`src/rtl/evu_pkg.sv`:
```
package evu_pkg;

    typedef enum logic [1:0] {
        CLS_NONE = 2'd0,
        CLS_CRIT = 2'd1,
        CLS_EXC  = 2'd2,
        CLS_INT  = 2'd3
    } evt_cls_e;

    localparam int MSK_W   = 6;
    localparam int MODE_W  = 3;
    localparam int NUM_LVL = 4;
    localparam int MB_EXC  = 4;
    localparam int MB_GLB  = 5;

    localparam logic [MODE_W-1:0] MODE_RESET = 3'd1;
    localparam logic [MODE_W-1:0] MODE_INT0  = 3'd2;
    localparam logic [MODE_W-1:0] MODE_EXC   = 3'd6;
    localparam logic [MODE_W-1:0] MODE_CRIT  = 3'd7;
    localparam logic [MSK_W-1:0]  MASK_ALL   = '1;

    typedef struct packed {
        logic [MSK_W-1:0]  mask;
        logic [MODE_W-1:0] mode;
    } sr_t;

endpackage

```
`src/rtl/evu_prio.sv`:
```
module evu_prio
    import evu_pkg::*;
#(
    parameter int NUM_CRIT = 4,
    parameter int NUM_EXC  = 8,
    parameter int ID_W     = 4
) (
    input  logic [NUM_CRIT-1:0] crit_req,
    input  logic [NUM_EXC-1:0]  exc_req,
    input  logic [NUM_LVL-1:0]  int_req,
    input  logic [MSK_W-1:0]    mask,
    output logic                hit,
    output evt_cls_e            cls,
    output logic [ID_W-1:0]     id,
    output logic [1:0]          lvl
);
    localparam int NTOT     = NUM_CRIT + NUM_EXC + NUM_LVL;
    localparam int INT_BASE = NUM_CRIT + NUM_EXC;

    logic [NTOT-1:0] elig;

    genvar g;
    generate
        for (g = 0; g < NUM_CRIT; g++) begin : g_crit
            assign elig[g] = crit_req[g];
        end
        for (g = 0; g < NUM_EXC; g++) begin : g_exc
            assign elig[NUM_CRIT+g] = exc_req[g] & ~mask[MB_EXC] & ~mask[MB_GLB];
        end
        for (g = 0; g < NUM_LVL; g++) begin : g_lvl
            assign elig[INT_BASE+NUM_LVL-1-g] = int_req[g] & ~mask[g] & ~mask[MB_GLB];
        end
    endgenerate

    always_comb begin
        hit = 1'b0;
        id  = '0;
        for (int i = NTOT - 1; i >= 0; i--) begin
            if (elig[i]) begin
                hit = 1'b1;
                id  = ID_W'(i);
            end
        end
    end

    always_comb begin
        if (!hit)                          cls = CLS_NONE;
        else if (int'(id) < NUM_CRIT)      cls = CLS_CRIT;
        else if (int'(id) < INT_BASE)      cls = CLS_EXC;
        else                               cls = CLS_INT;
        lvl = 2'(NTOT - 1 - int'(id));
    end

endmodule

```
`src/rtl/evu_vec.sv`:
```
module evu_vec
    import evu_pkg::*;
#(
    parameter int ADDR_W     = 32,
    parameter int OFS_W      = 14,
    parameter int NUM_CRIT   = 4,
    parameter int NUM_EXC    = 8,
    parameter int ID_W       = 4,
    parameter int EXC_OFS0   = 'h20,
    parameter int EXC_STRIDE = 'h40
) (
    input  logic                       hit,
    input  evt_cls_e                   cls,
    input  logic [ID_W-1:0]            id,
    input  logic [1:0]                 lvl,
    input  logic [ADDR_W-1:0]          evba,
    input  logic [NUM_LVL*OFS_W-1:0]   autovec,
    output logic [ADDR_W-1:0]          pc
);
    localparam int NFIX = NUM_CRIT + NUM_EXC;

    logic [OFS_W-1:0] fix_ofs [NFIX];
    logic [OFS_W-1:0] lvl_ofs [NUM_LVL];
    logic [OFS_W-1:0] sel_ofs;

    genvar g;
    generate
        for (g = 0; g < NFIX; g++) begin : g_fix
            assign fix_ofs[g] = OFS_W'(EXC_OFS0 + g * EXC_STRIDE);
        end
        for (g = 0; g < NUM_LVL; g++) begin : g_av
            assign lvl_ofs[g] = autovec[g*OFS_W +: OFS_W];
        end
    endgenerate

    always_comb begin
        sel_ofs = '0;
        if (cls == CLS_INT) begin
            sel_ofs = lvl_ofs[lvl];
        end else begin
            for (int i = 0; i < NFIX; i++) begin
                if (int'(id) == i) sel_ofs = fix_ofs[i];
            end
        end
        pc = hit ? (evba | {{(ADDR_W-OFS_W){1'b0}}, sel_ofs}) : '0;
    end

endmodule

```
`src/rtl/evu_sr_next.sv`:
```
module evu_sr_next
    import evu_pkg::*;
(
    input  evt_cls_e            cls,
    input  logic [1:0]          lvl,
    input  sr_t                 cur,
    output sr_t                 nxt
);
    logic [NUM_LVL-1:0] lvl_fill;

    genvar g;
    generate
        for (g = 0; g < NUM_LVL; g++) begin : g_fill
            assign lvl_fill[g] = (lvl >= 2'(g));
        end
    endgenerate

    always_comb begin
        nxt = cur;
        unique case (cls)
            CLS_CRIT: begin
                nxt.mask = MASK_ALL;
                nxt.mode = MODE_CRIT;
            end
            CLS_EXC: begin
                nxt.mask = MASK_ALL;
                nxt.mode = MODE_EXC;
            end
            CLS_INT: begin
                nxt.mask = cur.mask | {2'b00, lvl_fill};
                nxt.mode = MODE_INT0 + MODE_W'(lvl);
            end
            default: nxt = cur;
        endcase
    end

endmodule

```
`src/rtl/evu_top.sv`:
```
module evu_top
    import evu_pkg::*;
#(
    parameter int ADDR_W     = 32,
    parameter int OFS_W      = 14,
    parameter int NUM_CRIT   = 4,
    parameter int NUM_EXC    = 8,
    parameter int EXC_OFS0   = 'h20,
    parameter int EXC_STRIDE = 'h40,
    localparam int ID_W      = $clog2(NUM_CRIT + NUM_EXC + 4)
) (
    input  logic                  clk,
    input  logic                  rst_n,
    input  logic [NUM_CRIT-1:0]   crit_req_i,
    input  logic [NUM_EXC-1:0]    exc_req_i,
    input  logic [3:0]            int_req_i,
    input  logic                  sr_load_i,
    input  logic [5:0]            sr_mask_i,
    input  logic [2:0]            sr_mode_i,
    input  logic [ADDR_W-1:0]     evba_i,
    input  logic [4*OFS_W-1:0]    autovec_i,
    output logic                  acc_o,
    output logic [1:0]            evt_cls_o,
    output logic [ID_W-1:0]       evt_id_o,
    output logic [ADDR_W-1:0]     handler_pc_o,
    output logic [5:0]            mask_o,
    output logic [2:0]            mode_o
);
    sr_t              st_d, st_q, st_acc;
    logic             hit;
    evt_cls_e         cls;
    logic [ID_W-1:0]  id;
    logic [1:0]       lvl;

    evu_prio #(
        .NUM_CRIT (NUM_CRIT),
        .NUM_EXC  (NUM_EXC),
        .ID_W     (ID_W)
    ) u_prio (
        .crit_req (crit_req_i),
        .exc_req  (exc_req_i),
        .int_req  (int_req_i),
        .mask     (st_q.mask),
        .hit      (hit),
        .cls      (cls),
        .id       (id),
        .lvl      (lvl)
    );

    evu_vec #(
        .ADDR_W     (ADDR_W),
        .OFS_W      (OFS_W),
        .NUM_CRIT   (NUM_CRIT),
        .NUM_EXC    (NUM_EXC),
        .ID_W       (ID_W),
        .EXC_OFS0   (EXC_OFS0),
        .EXC_STRIDE (EXC_STRIDE)
    ) u_vec (
        .hit     (hit),
        .cls     (cls),
        .id      (id),
        .lvl     (lvl),
        .evba    (evba_i),
        .autovec (autovec_i),
        .pc      (handler_pc_o)
    );

    evu_sr_next u_srn (
        .cls (cls),
        .lvl (lvl),
        .cur (st_q),
        .nxt (st_acc)
    );

    always_comb begin
        st_d  = st_q;
        acc_o = 1'b0;
        if (sr_load_i) begin
            st_d.mask = sr_mask_i;
            st_d.mode = sr_mode_i;
        end else if (hit) begin
            acc_o = 1'b1;
            st_d  = st_acc;
        end
    end

    always_ff @(posedge clk or negedge rst_n) begin
        if (!rst_n) begin
            st_q.mask <= MASK_ALL;
            st_q.mode <= MODE_RESET;
        end else begin
            st_q <= st_d;
        end
    end

    assign evt_cls_o = acc_o ? cls : CLS_NONE;
    assign evt_id_o  = acc_o ? id  : '0;
    assign mask_o    = st_q.mask;
    assign mode_o    = st_q.mode;

endmodule

```
`config.mk`:
```
export PLATFORM = sky130hd
export DESIGN_NAME = evu_top
export DESIGN_NICKNAME = d
export VERILOG_FILES = /design/src/rtl/evu_pkg.sv /design/src/rtl/evu_prio.sv /design/src/rtl/evu_vec.sv /design/src/rtl/evu_sr_next.sv /design/src/rtl/evu_top.sv
export SDC_FILE = /design/constraint.sdc
export NUM_CORES = 1
export LEC_CHECK = 0
export ABC_CLOCK_PERIOD_IN_PS = 5560
export CORE_ASPECT_RATIO = 1.25
export CORE_UTILIZATION = 31
export DETAILED_ROUTE_END_ITERATION = 8
export HOLD_SLACK_MARGIN = 0.06
export PLACE_DENSITY = 0.82
export SLEW_MARGIN = 20
export SYNTH_ARGS = -nofsm -noshare
export SYNTH_HDL_FRONTEND = slang
export SYNTH_SLANG_ARGS = --single-unit
```
`constraint.sdc`:
```
create_clock -name clk -period 5.56 [get_ports clk]
set_input_delay 1.112 -clock clk [delete_from_list [all_inputs] [get_ports clk]]
set_output_delay 1.112 -clock clk [all_outputs]
set_load 0.05 [all_outputs]
```
==> flow_metrics.py <==
metrics = {
    "setup_path": {
        "cp.arrival_ns": 4.28,
        "worstPathMaxFanout": 10,
        "start_kind": "input pin",
        "cp.required_ns": 4.45,
        "crit_start": "exc_req_i[2]",
        "end_kind": "primary output",
        "setup.worst_path.class": "input pin to primary output",
        "r2r-start": "mask_o[0]",
    },
    "logic_synthesis": {
        "netlist_area_mm2": 0.00173,
        "syn-num-nets": 352,
        "syn_inst": 232,
        "synthDistinctLibCells": 55,
        "ys_seq_area_frac": 0.136,
        "ys.flop_type": "dfstp_2",
        "async_flop_share": 1.00,
        "syn_avg_cell_area_um2": 7.44,
        "ys_seq_elements": 9,
        "yosysWarnings": 0,
        "synth-edff-count": 0,
    },
    "layout": {
        "final_cell_mix": "clkdlybuf4s50_1 (148), nor2b_1 (23), nand2_1 (21)",
        "antenna_cells": 0,
        "utilization": 0.675,
        "area_growth_syn_to_layout_pct": 111,
        "final_common_cell": "clkdlybuf4s50_1",
        "post_route_cells_drive_above_1_share": 0.131,
        "fin_nets": 518,
        "fin_area_mm2": 0.00365,
    },
    "floorplanning": {
        "initial_core_util": 0.319,
        "dieHeight_um": 85.4,
        "die-area_mm2": 0.00587,
        "top_level_ports": 164,
        "fp.dieW_um": 68.8,
        "core_area_mm2": 0.00541,
        "rows": 30,
    },
    "power": {
        "p_total_uw": 495,
        "power.density_mw_per_mm2": 136,
        "p_int_uw": 293,
        "cellLeakagePower_nw": 1.51,
        "p_sw_frac": 0.408,
        "combPwrFrac": 0.691,
        "irDropWorstVdd_mv": 0.153,
        "power.switching_uw": 202,
        "p_seq_frac": 0.158,
        "power.share.clock": 0.151,
    },
    "status": {
        "status": "finished clean",
    },
    "sta": {
        "grt_setup_unrepaired": "false",
        "fin_crit_sh": 0.970,
        "setup_tns_ns": 0,
        "holdWs_ns": 0.537,
        "fin_crit_ns": 5.39,
        "tightest_slew_ns": 0.844,
        "fin_worst_skew_ns": 0.00254,
        "fmax_ghz": 0.185,
        "hold_viol": 0,
        "slew_viol_final": 0,
        "finalSetupViolations": 0,
        "slew_headroom": 0.436,
    },
    "clocking": {
        "numCtsBuffers": 3,
        "cts_tree": "done",
        "h-tree-depth": 1,
        "clk_latency_ns": 0.23,
        "cts.root.buffer_cell": "clkbuf_8",
        "cts_sinks": 9,
        "cts.clk_slew.worst_paths_ns": 0.04,
        "clk_path_buf_depth": 2,
    },
    "grt": {
        "grt_pass1_vias": 2616,
        "grt-ovfl-total": 0,
        "grt_max_degree": 26,
        "grt_antenna_before_repair": 0,
        "track_usage": 0.261,
        "grt_pass1_wl_mm": 11.7,
    },
    "routing": {
        "drtAntennaViolNets": 0,
        "vias_per_cell": 5.35,
        "routed_wl_mm": 7.59,
        "firstDrtPassIters": 4,
        "wl_per_cell_um": 16.5,
        "drc_errors": 0,
        "drt-initial-drc-count": 114,
        "vias": 2468,
    },
    "placement": {
        "placed_cell_area_mm2": 0.00359,
        "dp_hpwl_mm": 6.34,
        "io_buffers": 163,
        "place_congestion": 0.816,
    },
    "worst_hold_path": {
        "worstHoldStart": "mask_o[3]",
        "hp-class": "flip-flop to flip-flop",
    },
    "run": {
        "drv_cap": 0,
    },
}
path summary, 6_finish.rpt:
check                                    to  slack (ns)  depth (start not counted)
max                        handler_pc_o[12]        0.17                          9
min                               mask_o[3]        0.54                          2
max reg2reg                       mode_o[1]        2.52                          8
min reg2reg                       mask_o[3]        0.54                          2
max in group asynchronous         mask_o[4]        4.07                          1
min in group asynchronous         mode_o[2]        1.18                          1
final cells by class:
type	instances	area, um2
repair buffers	175	1860
fillers	454	1760
multi-input cells	198	1390
flip-flops and latches	9	234
well taps	64	80.1
clock buffers	4	45.0
inverters	11	41.3
cells by family (layout without fill, tap and decap cells):
logic type                 Yosys count  after routing  share of synthesized area
and+or+nand+nor                     96             96                      0.288
AOI/OAI and AO/OA                   77             77                      0.351
buffers and inverters               25            190                     0.0703
muxes                               21             21                      0.125
DFF                                  9              9                      0.136
adders and majority gates            4              4                     0.0290
timing repair:
item                                    CTS  global route
hold buffers                              0             0
endpoints found under the setup margin    0            10
buffers inserted                          0             0
resized for setup                         0             3
per-layer routing:
metal / track usage / wire length, um / vias to the layer above
li1: - / - / 1201
met1: 0.276 / 2790 / 1146
met2: 0.500 / 4150 / 109
met3: 0.0524 / 506 / 12
met4: 0.0705 / 140 / 0
met5: 0 / 0 / -
power groups by stage:
stage	Clock [mW]	Combinational, mW	Sequential (mW)
after detailed placement	0	0.341	0.0787
after CTS	0.0775	0.342	0.0779
after floorplan	0	0.155	0.0921
final	0.0748	0.342	0.0779
after global routing	0.0814	0.361	0.0787
after global placement	0	0.337	0.0783
through the flow:
stage	std cells	worst slack, ns
2_1_floorplan	232	0.209
6_report	461	0.168
3_5_place_dp	457	0.0280
4_1_cts	461	0.0290
3_3_place_gp	457	0.160
5_1_grt	461	0.00874
sequential cells by signal, summed over array words and instances, names as in the netlist:
name	cells
mask_o	6
mode_o	3
critical path, cell delays in order:
cell,delay [ns]
clkdlybuf4s50_1,0.47
or4_1,0.58
a21boi_2,0.21
o21ai_1,0.15
ha_1,0.36
or2_2,0.31
or3_1,0.54
o221ai_1,0.35
buf_12,0.18
synth_stat cells (all sizes together) (3+ instances only):
library cell   n  area share
o21bai         4       0.017
nand2b         6       0.022
o21ai         15       0.043
dfstp          7        0.11
nor3          11       0.032
clkbuf         4      0.0087
nor4           3       0.011
buf           10       0.038
a21boi         3       0.015
o31ai          7       0.038
nand3          3      0.0087
o221ai        11       0.066
mux2i         19        0.11
nor2          19       0.041
a21oi         12       0.035
inv           11       0.024
o31a           3       0.015
o221a          3       0.020
nor2b         24       0.087
nand2         22       0.052
ha             4       0.029
Power figures use the tool's default switching activity.
